### config.mk
export PLATFORM = sky130hd
export DESIGN_NAME = fp_mod_unit
export DESIGN_NICKNAME = d
export VERILOG_FILES = /design/src/rtl/fp_mod_unit.sv
export SDC_FILE = /design/constraint.sdc
export NUM_CORES = 1
export LEC_CHECK = 0
export ABC_CLOCK_PERIOD_IN_PS = 3200
export BUFFER_PORTS_ARGS = -buffer_cell sky130_fd_sc_hd__buf_2
export CORE_AREA = 4 4 103 105
export CTS_CLUSTER_SIZE = 12
export DETAILED_ROUTE_END_ITERATION = 10
export DIE_AREA = 0 0 107 109
export PLACE_DENSITY = 0.73
export SYNTH_ARGS = -nofsm -noshare
export SYNTH_HDL_FRONTEND = slang
export SYNTH_SLANG_ARGS = --single-unit
### constraint.sdc
create_clock -name clk -period 3.2 [get_ports clk]
set_input_delay 0.48 -clock clk [delete_from_list [all_inputs] [get_ports clk]]
set_output_delay 0.48 -clock clk [all_outputs]
set_load 0.005 [all_outputs]
### src/rtl/fp_mod_unit.sv
module fp_mod_unit #(
  parameter int EXP_W = 8,
  parameter int MAN_W = 23
) (
  input  logic                   clk,
  input  logic                   rst_n,
  input  logic [EXP_W+MAN_W:0]   src_a,
  input  logic [EXP_W+MAN_W:0]   src_b,
  input  logic [EXP_W+MAN_W:0]   src_c,
  input  logic [2:0]             abs_mask,
  input  logic [2:0]             neg_mask,
  output logic [EXP_W+MAN_W:0]   op_a,
  output logic [EXP_W+MAN_W:0]   op_b,
  output logic [EXP_W+MAN_W:0]   op_c,
  input  logic                   res_vld_in,
  input  logic [EXP_W+MAN_W:0]   res_in,
  input  logic [1:0]             omod,
  input  logic                   clamp_en,
  output logic                   res_vld_out,
  output logic [EXP_W+MAN_W:0]   res_out
);
  localparam int W = EXP_W + MAN_W + 1;
  localparam logic [EXP_W-1:0] EMAX = '1;
  localparam logic [EXP_W-1:0] BIAS = EMAX >> 1;
  localparam logic [W-1:0] ONE = {1'b0, BIAS, {MAN_W{1'b0}}};

  function automatic logic [W-1:0] sgn_mod(input logic [W-1:0] v, input logic a, input logic n);
    return {(a ? 1'b0 : v[W-1]) ^ n, v[W-2:0]};
  endfunction

  assign op_a = sgn_mod(src_a, abs_mask[0], neg_mask[0]);
  assign op_b = sgn_mod(src_b, abs_mask[1], neg_mask[1]);
  assign op_c = sgn_mod(src_c, abs_mask[2], neg_mask[2]);

  logic                    r_sgn;
  logic [EXP_W-1:0]        r_exp;
  logic signed [EXP_W+1:0] delta, e_new;
  logic [W-1:0]            scaled, final_w;

  assign r_sgn = res_in[W-1];
  assign r_exp = res_in[W-2:MAN_W];

  always_comb begin
    case (omod)
      2'd1:    delta = 1;
      2'd2:    delta = 2;
      2'd3:    delta = -1;
      default: delta = 0;
    endcase
    e_new = $signed({2'b00, r_exp}) + delta;
    if (omod == 2'd0 || r_exp == EMAX)
      scaled = res_in;
    else if (r_exp == '0 || e_new <= 0)
      scaled = {r_sgn, {(W-1){1'b0}}};
    else if (e_new >= $signed({2'b00, EMAX}))
      scaled = {r_sgn, EMAX, {MAN_W{1'b0}}};
    else
      scaled = {r_sgn, e_new[EXP_W-1:0], res_in[MAN_W-1:0]};
  end

  always_comb begin
    if (!clamp_en)
      final_w = scaled;
    else if (scaled[W-1] || (scaled[W-2:MAN_W] == EMAX && scaled[MAN_W-1:0] != '0))
      final_w = '0;
    else if (scaled[W-2:0] >= ONE[W-2:0])
      final_w = ONE;
    else
      final_w = scaled;
  end

  always_ff @(posedge clk) begin
    if (!rst_n) begin
      res_vld_out <= 1'b0;
      res_out     <= '0;
    end else begin
      res_vld_out <= res_vld_in;
      if (res_vld_in) res_out <= final_w;
    end
  end
endmodule


==> results of run 1 <==
==> cell usage in the layout (no fill, tap or decap), types with 3 or more instances in the layout <==
cell type	instances
a21oi_1	6
a32o_1	5
and2_1	4
and3_1	3
buf_2	82
buf_4	27
clkbuf_8	7
dfxtp_1	33
ha_1	9
inv_1	3
nand2_1	37
nand2b_1	4
nand3_1	27
nor2_1	13
nor2b_1	3
nor3_1	4
nor4_1	5
o211ai_1	9
o21ai_0	6
o21ai_1	3
o21ai_2	20
o22ai_1	3
xnor2_1	7
xor2_1	3
==> where the power goes <==
| group | total [uW] | switching, uW | internal (uW) |
|---|---|---|---|
| logic | 435 | 235 | 200 |
| registers | 447 | 12.1 | 435 |
| clock network | 342 | 148 | 194 |
| total | 1220 | 395 | 829 |
==> cells by family after synthesis <==
group,Yosys count,share of synthesized area
flops,33,0.210
mux,3,0.0111
simple gates,116,0.190
xor+xnor,10,0.0278
fa+ha+maj,10,0.0421
compound gates,85,0.255
buf+inv,113,0.264
==> worst min-delay path by stage <==
stage | slack, ns | depth (start not counted) | from | end
floorplan | 0.45 | 2 | res_out[11] | res_out[11]
CTS | 0.45 | 3 | res_in[19] | res_out[19]
global route | 0.45 | 3 | res_in[22] | res_out[22]
detailed placement | 0.44 | 2 | res_out[15] | res_out[15]
finish | 0.45 | 2 | res_out[4] | res_out[4]
global placement | 0.43 | 2 | res_out[19] | res_out[19]
==> worst max-delay path: cells and delay by family <==
| family | cells | cell delay (ns) |
|---|---|---|
| adder cells (fa/ha/maj) | 1 | 0.36 |
| AO/OA/AOI/OAI | 7 | 1.50 |
| buffers and inverters | 4 | 0.59 |
| AND/OR/NAND/NOR | 2 | 0.25 |
==> sequential cells by signal (all words and copies together), names as in the netlist <==
name         cells
res_vld_out      1
res_out         32
==> layout make-up <==
type                            count  area (um^2)
Fill cell                        1003         6390
Multi-Input combinational cell    224         1660
Sequential cell                    33          661
Timing Repair Buffer              111          644
Tap cell                          133          166
Clock buffer                        7         96.3
Inverter                            5         18.8
Clock inverter                      1         5.00
==> routing by layer <==
metal	global-route usage	vias up	routed length (um)
li1	-	1241	-
met5	0	-	0
met1	0.136	1207	2950
met2	0.218	134	3580
met4	0.0767	0	250
met3	0.0337	39	686
==> per-stage QoR <==
step | util | total power [uW] | cells | worst slack, ns
global placement | 0.326 | 876 | 506 | -0.0116
finish | 0.337 | 1220 | 514 | 0.183
detailed placement | 0.326 | 889 | 506 | -0.118
CTS | 0.337 | 1230 | 514 | 0.171
global route | 0.337 | 1300 | 514 | 0.00998
floorplan | - | 830 | 370 | 0.0262
==> metrics.csv, run 1 <==
stage,metric,value,unit
setup_path,r2r_end,res_out[25],
die,die_h,109,um
clock_network,cts_buffers,5,
sta,finalHoldViolCount,0,
clock_network,cts_num_sinks,33,
setup_path,start_kind,input port,
cells_and_area,fin_nets,530,
worst_hold_path,hp-class,flip-flop to flip-flop,
placement,hpwl,6190,um
synthesis,synth_top_area_cell,buf_4,
sta,whs,0.453,ns
synthesis,ys_seq_elements,33,
setup_path,critPathRequiredTime,3.37,ns
die,floorplan.rows,36,
clock_network,cts_tree,built,
power_and_ir_drop,cellPowerDensity,377,mW/mm^2
clock_network,path_clk_slew,0.07,ns
route,routed_wl,7470,um
die,core-area,0.00964,mm^2
clock_network,cts_root_buf,clkbuf_8,
setup_path,r2r_slack,2.20,ns
synthesis,syn_area_per_cell,8.50,um^2
synthesis,async_flop_share,0,
clock_network,clk_latency,0.28,ns
die,io_pins,269,
synthesis,ys_top_cells_by_area,"buf_4, dfxtp_1, o21ai_2, nand2_1, nand3_1",
clock_network,cts_hold_buf,0,
status,outcome,"complete, no violations",
synthesis,synth_cell_types,72,
global_route,track_usage,0.125,
route,drt_iter0_markers,130,
global_route,grt_max_degree,29,
clock_network,clockBufferDepth,2,
setup_path,cp_max_fo,23,
route,first_pass_iters,4,
synthesis,synth_ff_type,dfxtp_1,
cells_and_area,antenna_cells,0,
synthesis,synth_top_area_share,0.231,
synthesis,synthTopCellsByCount,"buf_4, nand2_1, dfxtp_1",
die,die_w,107,um
setup_path,worstSetupStartpoint,omod[0],
clock_network,post_cts_buffers,0,
setup_path,crit_arrival,3.19,ns
cells_and_area,final_area,0.00325,mm^2
sta,setup_violations,0,
route,final_antenna_net_count,0,
setup_path,path_cells,buf_2 -> nand2_1 -> clkinv_1 -> buf_4 -> ha_1 -> o211ai_2 -> o211a_1 -> o311ai_4 -> nand4_2 -> o22ai_2 -> o2bb2ai_2 -> a21boi_4 -> buf_12 -> o21ai_0,
synthesis,synth_area,0.00315,mm^2
sta,rsz0062_at_grt,false,
synthesis,synth_nets,520,
setup_path,cp_slowest_cell,ha_1,
setup_path,endpoint,res_out[11],
setup_path,worstSetupPathType,input port to flip-flop,
route,viasPerCell,5.10,
placement,port_buffers,82,
global_route,grt_pass1_vias,2472,
sta,maxSlewViolCount,0,
die,initial_core_util,0.326,
synthesis,synth_warnings,0,
route,drc_errors,0,
global_route,antenna_found_initial,0,
synthesis,yosysSeqAreaShare,0.210,
setup_path,critPathCaptureType,flip-flop,
die,dieArea,0.0117,mm^2
placement,placed_cell_area,0.00314,mm^2
setup_path,regToRegStartpoint,res_out[25],
sta,finalCriticalPeriod,3.02,ns
sta,worst_pin_slew,0.811,ns
sta,period_share,0.943,
global_route,grt_pass1_wl,11900,um
job,maxCapViolations,0,
cells_and_area,drive_gt1_frac,0.438,
clock_network,cts-resized-gates,0,
cells_and_area,syn2layout_area_growth,3.22,%
synthesis,synth.most_common_cell,buf_4,
synthesis,synth_edf_count,0,
sta,relSlewSlack,0.459,
power_and_ir_drop,ir_drop,0.140,mV
power_and_ir_drop,p_leak,0.00140,uW
sta,setup_tns,0,ns
placement,routabilityCongestion,0.844,
sta,finClkSkew,0,ns
clock_network,htreeDepth,2,
synthesis,synth_cells,370,
sta,max_freq,0.331,GHz
route,wl_per_cell,14.5,um
setup_path,crit_path_max_incr_delay,0.36,ns
setup_path,rr_worst_depth,4,
global_route,grt_overflow,0,
route,vias,2621,
Power figures use the tool's default switching activity.
==> inputs of run 2 (changes only) <==
--- a/config.mk
+++ b/config.mk
@@ -11,7 +11,7 @@
 export CTS_CLUSTER_SIZE = 12
 export DETAILED_ROUTE_END_ITERATION = 10
 export DIE_AREA = 0 0 107 109
-export PLACE_DENSITY = 0.73
+export PLACE_DENSITY = 0.82
 export SYNTH_ARGS = -nofsm -noshare
 export SYNTH_HDL_FRONTEND = slang
 export SYNTH_SLANG_ARGS = --single-unit
==> run 2 against run 1 <==
Worst hold slack lost 0.0024 ns. Utilization up 0.17 points. Power is 2.4% lower. Final area grew 0.50%. Wire length increased by 4.7%. Critical endpoint unchanged.
==> metrics.csv, run 2 (synthesis gave the netlist of run 1 again) <==
stage,metric,value,unit,change
status,outcome,"complete, no violations",,
sta,max_freq,0.331,GHz,-0.21%
clock_network,cts_buffers,5,,unchanged
global_route,antenna_found_initial,0,,unchanged
cells_and_area,fillCellCount,1029,,+2.6%
die,initial_core_util,0.326,,unchanged
clock_network,path_clk_slew,0.07,ns,about the same
route,drc_errors,0,,unchanged
clock_network,clk_latency,0.27,ns,about the same
power_and_ir_drop,cellPowerDensity,366,mW/mm^2,-2.9%
sta,relSlewSlack,0.467,,+0.00744
clock_network,htreeDepth,2,,unchanged
power_and_ir_drop,power,1190,uW,-2.4%
worst_hold_path,hp-class,flip-flop to flip-flop,,
setup_path,regToRegStartpoint,res_out[29],,
sta,worst_pin_slew,0.800,ns,-0.0112 ns
clock_network,cts_num_sinks,33,,unchanged
cells_and_area,seqCellArea,661,um^2,unchanged
die,io_pins,269,,unchanged
setup_path,r2r_end,res_out[29],,
die,die_w,107,um,unchanged
global_route,grt_pass1_wl,12100,um,+1.7%
sta,finalCriticalPeriod,3.02,ns,+0.00632 ns
worst_hold_path,holdPathStages,2,,unchanged
route,viasPerCell,5.11,,+0.15%
cells_and_area,mostFrequentLayoutCell,buf_2,,
placement,port_buffers,82,,unchanged
die,floorplan.rows,36,,unchanged
setup_path,rr_worst_depth,4,,unchanged
power_and_ir_drop,p_leak,0.00139,uW,-0.15%
worst_hold_path,worst_hold_path.endpoint,res_out[16],,
placement,dp_slack,-0.150,ns,-0.0319 ns
die,dieArea,0.0117,mm^2,unchanged
setup_path,path_cells,buf_2 -> nand2_1 -> clkinv_1 -> ha_1 -> or2_2 -> a21o_1 -> a221oi_2 -> nand4b_1 -> a32oi_2 -> o2bb2ai_2 -> a21boi_4 -> buf_12 -> o21ai_0,,
job,maxCapViolations,0,,unchanged
cells_and_area,drive_gt1_frac,0.451,,+0.0131
die,die_h,109,um,unchanged
global_route,track_usage,0.127,,+0.00226
global_route,grt_pass1_vias,2560,,+3.6%
placement,hpwl,6430,um,+4.0%
setup_path,crit_path_max_incr_delay,0.40,ns,+0.04 ns
setup_path,cp_max_fo,23,,unchanged
sta,setup_violations,0,,unchanged
global_route,grt_overflow,0,,unchanged
sta,period_share,0.945,,+0.00198
setup_path,critPathRequiredTime,3.40,ns,+0.03 ns
clock_network,cts_root_buf,clkbuf_8,,
route,routed_wl,7820,um,+4.7%
cells_and_area,fin_nets,530,,unchanged
power_and_ir_drop,ir_drop,0.166,mV,+18%
cells_and_area,top_regs,"res_out (32), res_vld_out (1)",,
route,first_pass_iters,4,,unchanged
die,core-area,0.00964,mm^2,unchanged
sta,maxSlewViolCount,0,,unchanged
route,wl_per_cell,15.2,um,+4.7%
cells_and_area,final_cell_mix,"buf_2, nand2_1, dfxtp_1, nand3_1, buf_4",,
cells_and_area,top_register,res_out,,
setup_path,critPathCaptureType,flip-flop,,
cells_and_area,antenna_cells,0,,unchanged
setup_path,start_kind,input port,,
route,drt_iter0_markers,73,,-44%
cells_and_area,largest_reg_flops,32,,unchanged
global_route,grt_max_degree,29,,unchanged
setup_path,crit_arrival,3.22,ns,+0.03 ns
setup_path,r2r_slack,2.17,ns,-0.03 ns
cells_and_area,syn2layout_area_growth,3.74,%,
sta,finClkSkew,0,ns,unchanged
sta,finalHoldViolCount,0,,unchanged
route,vias,2625,,+0.15%
clock_network,cts_tree,built,,
cells_and_area,multi_input_area,0.00168,mm^2,+1.4%
sta,rsz0062_at_grt,true,,
worst_hold_path,hp-start,res_out[16],,
setup_path,cp_slowest_cell,ha_1,,
placement,dpl.cell_count,504,,-0.40%
placement,routabilityCongestion,0.853,,+1.1%
clock_network,clockBufferDepth,2,,unchanged
cells_and_area,stdcell_count,514,,unchanged
setup_path,worstSetupPathType,input port to flip-flop,,
sta,fin_ws,0.177,ns,-0.00632 ns
route,final_antenna_net_count,0,,unchanged
==> run 2: power by group <==
group / total [uW] / internal (uW) / switching [uW]
clock network: 303 / 150 / 153
logic: 445 / 205 / 241
registers: 446 / 435 / 11.5
==> run 2: area by class of cell <==
type / count / area share
clock buffer: 5 / 0.0211
clock inverter: 3 / 0.00537
inverter: 5 / 0.00575
multi-input combinational: 224 / 0.514
sequential: 33 / 0.202
tap: 133 / 0.0510
timing repair buffer: 111 / 0.200
==> run 2: through the flow <==
stage / hold WS [ns] / TNS, ns / cell area, um^2 / utilization
2_1_floorplan: 0.449 / 0 / 3150 / -
3_3_place_gp: 0.429 / -0.861 / 3140 / 0.326
3_5_place_dp: 0.438 / -3.23 / 3140 / 0.326
4_1_cts: 0.455 / 0 / 3230 / 0.335
5_1_grt: 0.472 / -0.0376 / 3260 / 0.339
6_report: 0.451 / 0 / 3260 / 0.339
==> run 2: worst max-delay path by stage <==
stage	from	to	slack [ns]	depth (start not counted)
floorplan	omod[0]	res_out[25]	0.03	12
global route	omod[0]	res_out[11]	-0.04	13
finish	omod[0]	res_out[11]	0.18	13
detailed placement	omod[0]	res_out[11]	-0.15	13
global placement	omod[0]	res_out[13]	-0.06	13
CTS	omod[0]	res_out[11]	0.14	13
==> run 2: per-layer routing <==
metal / vias to the layer above / track usage / part of all wire
met5: - / 0 / 0
met3: 46 / 0.0314 / 0.087
met2: 119 / 0.230 / 0.49
li1: 1242 / - / -
met4: 0 / 0.0575 / 0.035
met1: 1218 / 0.142 / 0.38
==> run 2: worst max-delay path: cells and delay by family <==
kind | cells | cell delay (ns)
AOI/OAI and AO/OA | 6 | 1.21
adders and majority gates | 1 | 0.40
and+or+nand+nor | 3 | 0.63
buffers and inverters | 3 | 0.50
==> run 2: timing repair <==
item / CTS / global route
setup buffers: 0 / 2
resized for setup: 0 / 5
hold buffers: 0 / 0
endpoints found under the setup margin: 0 / 30
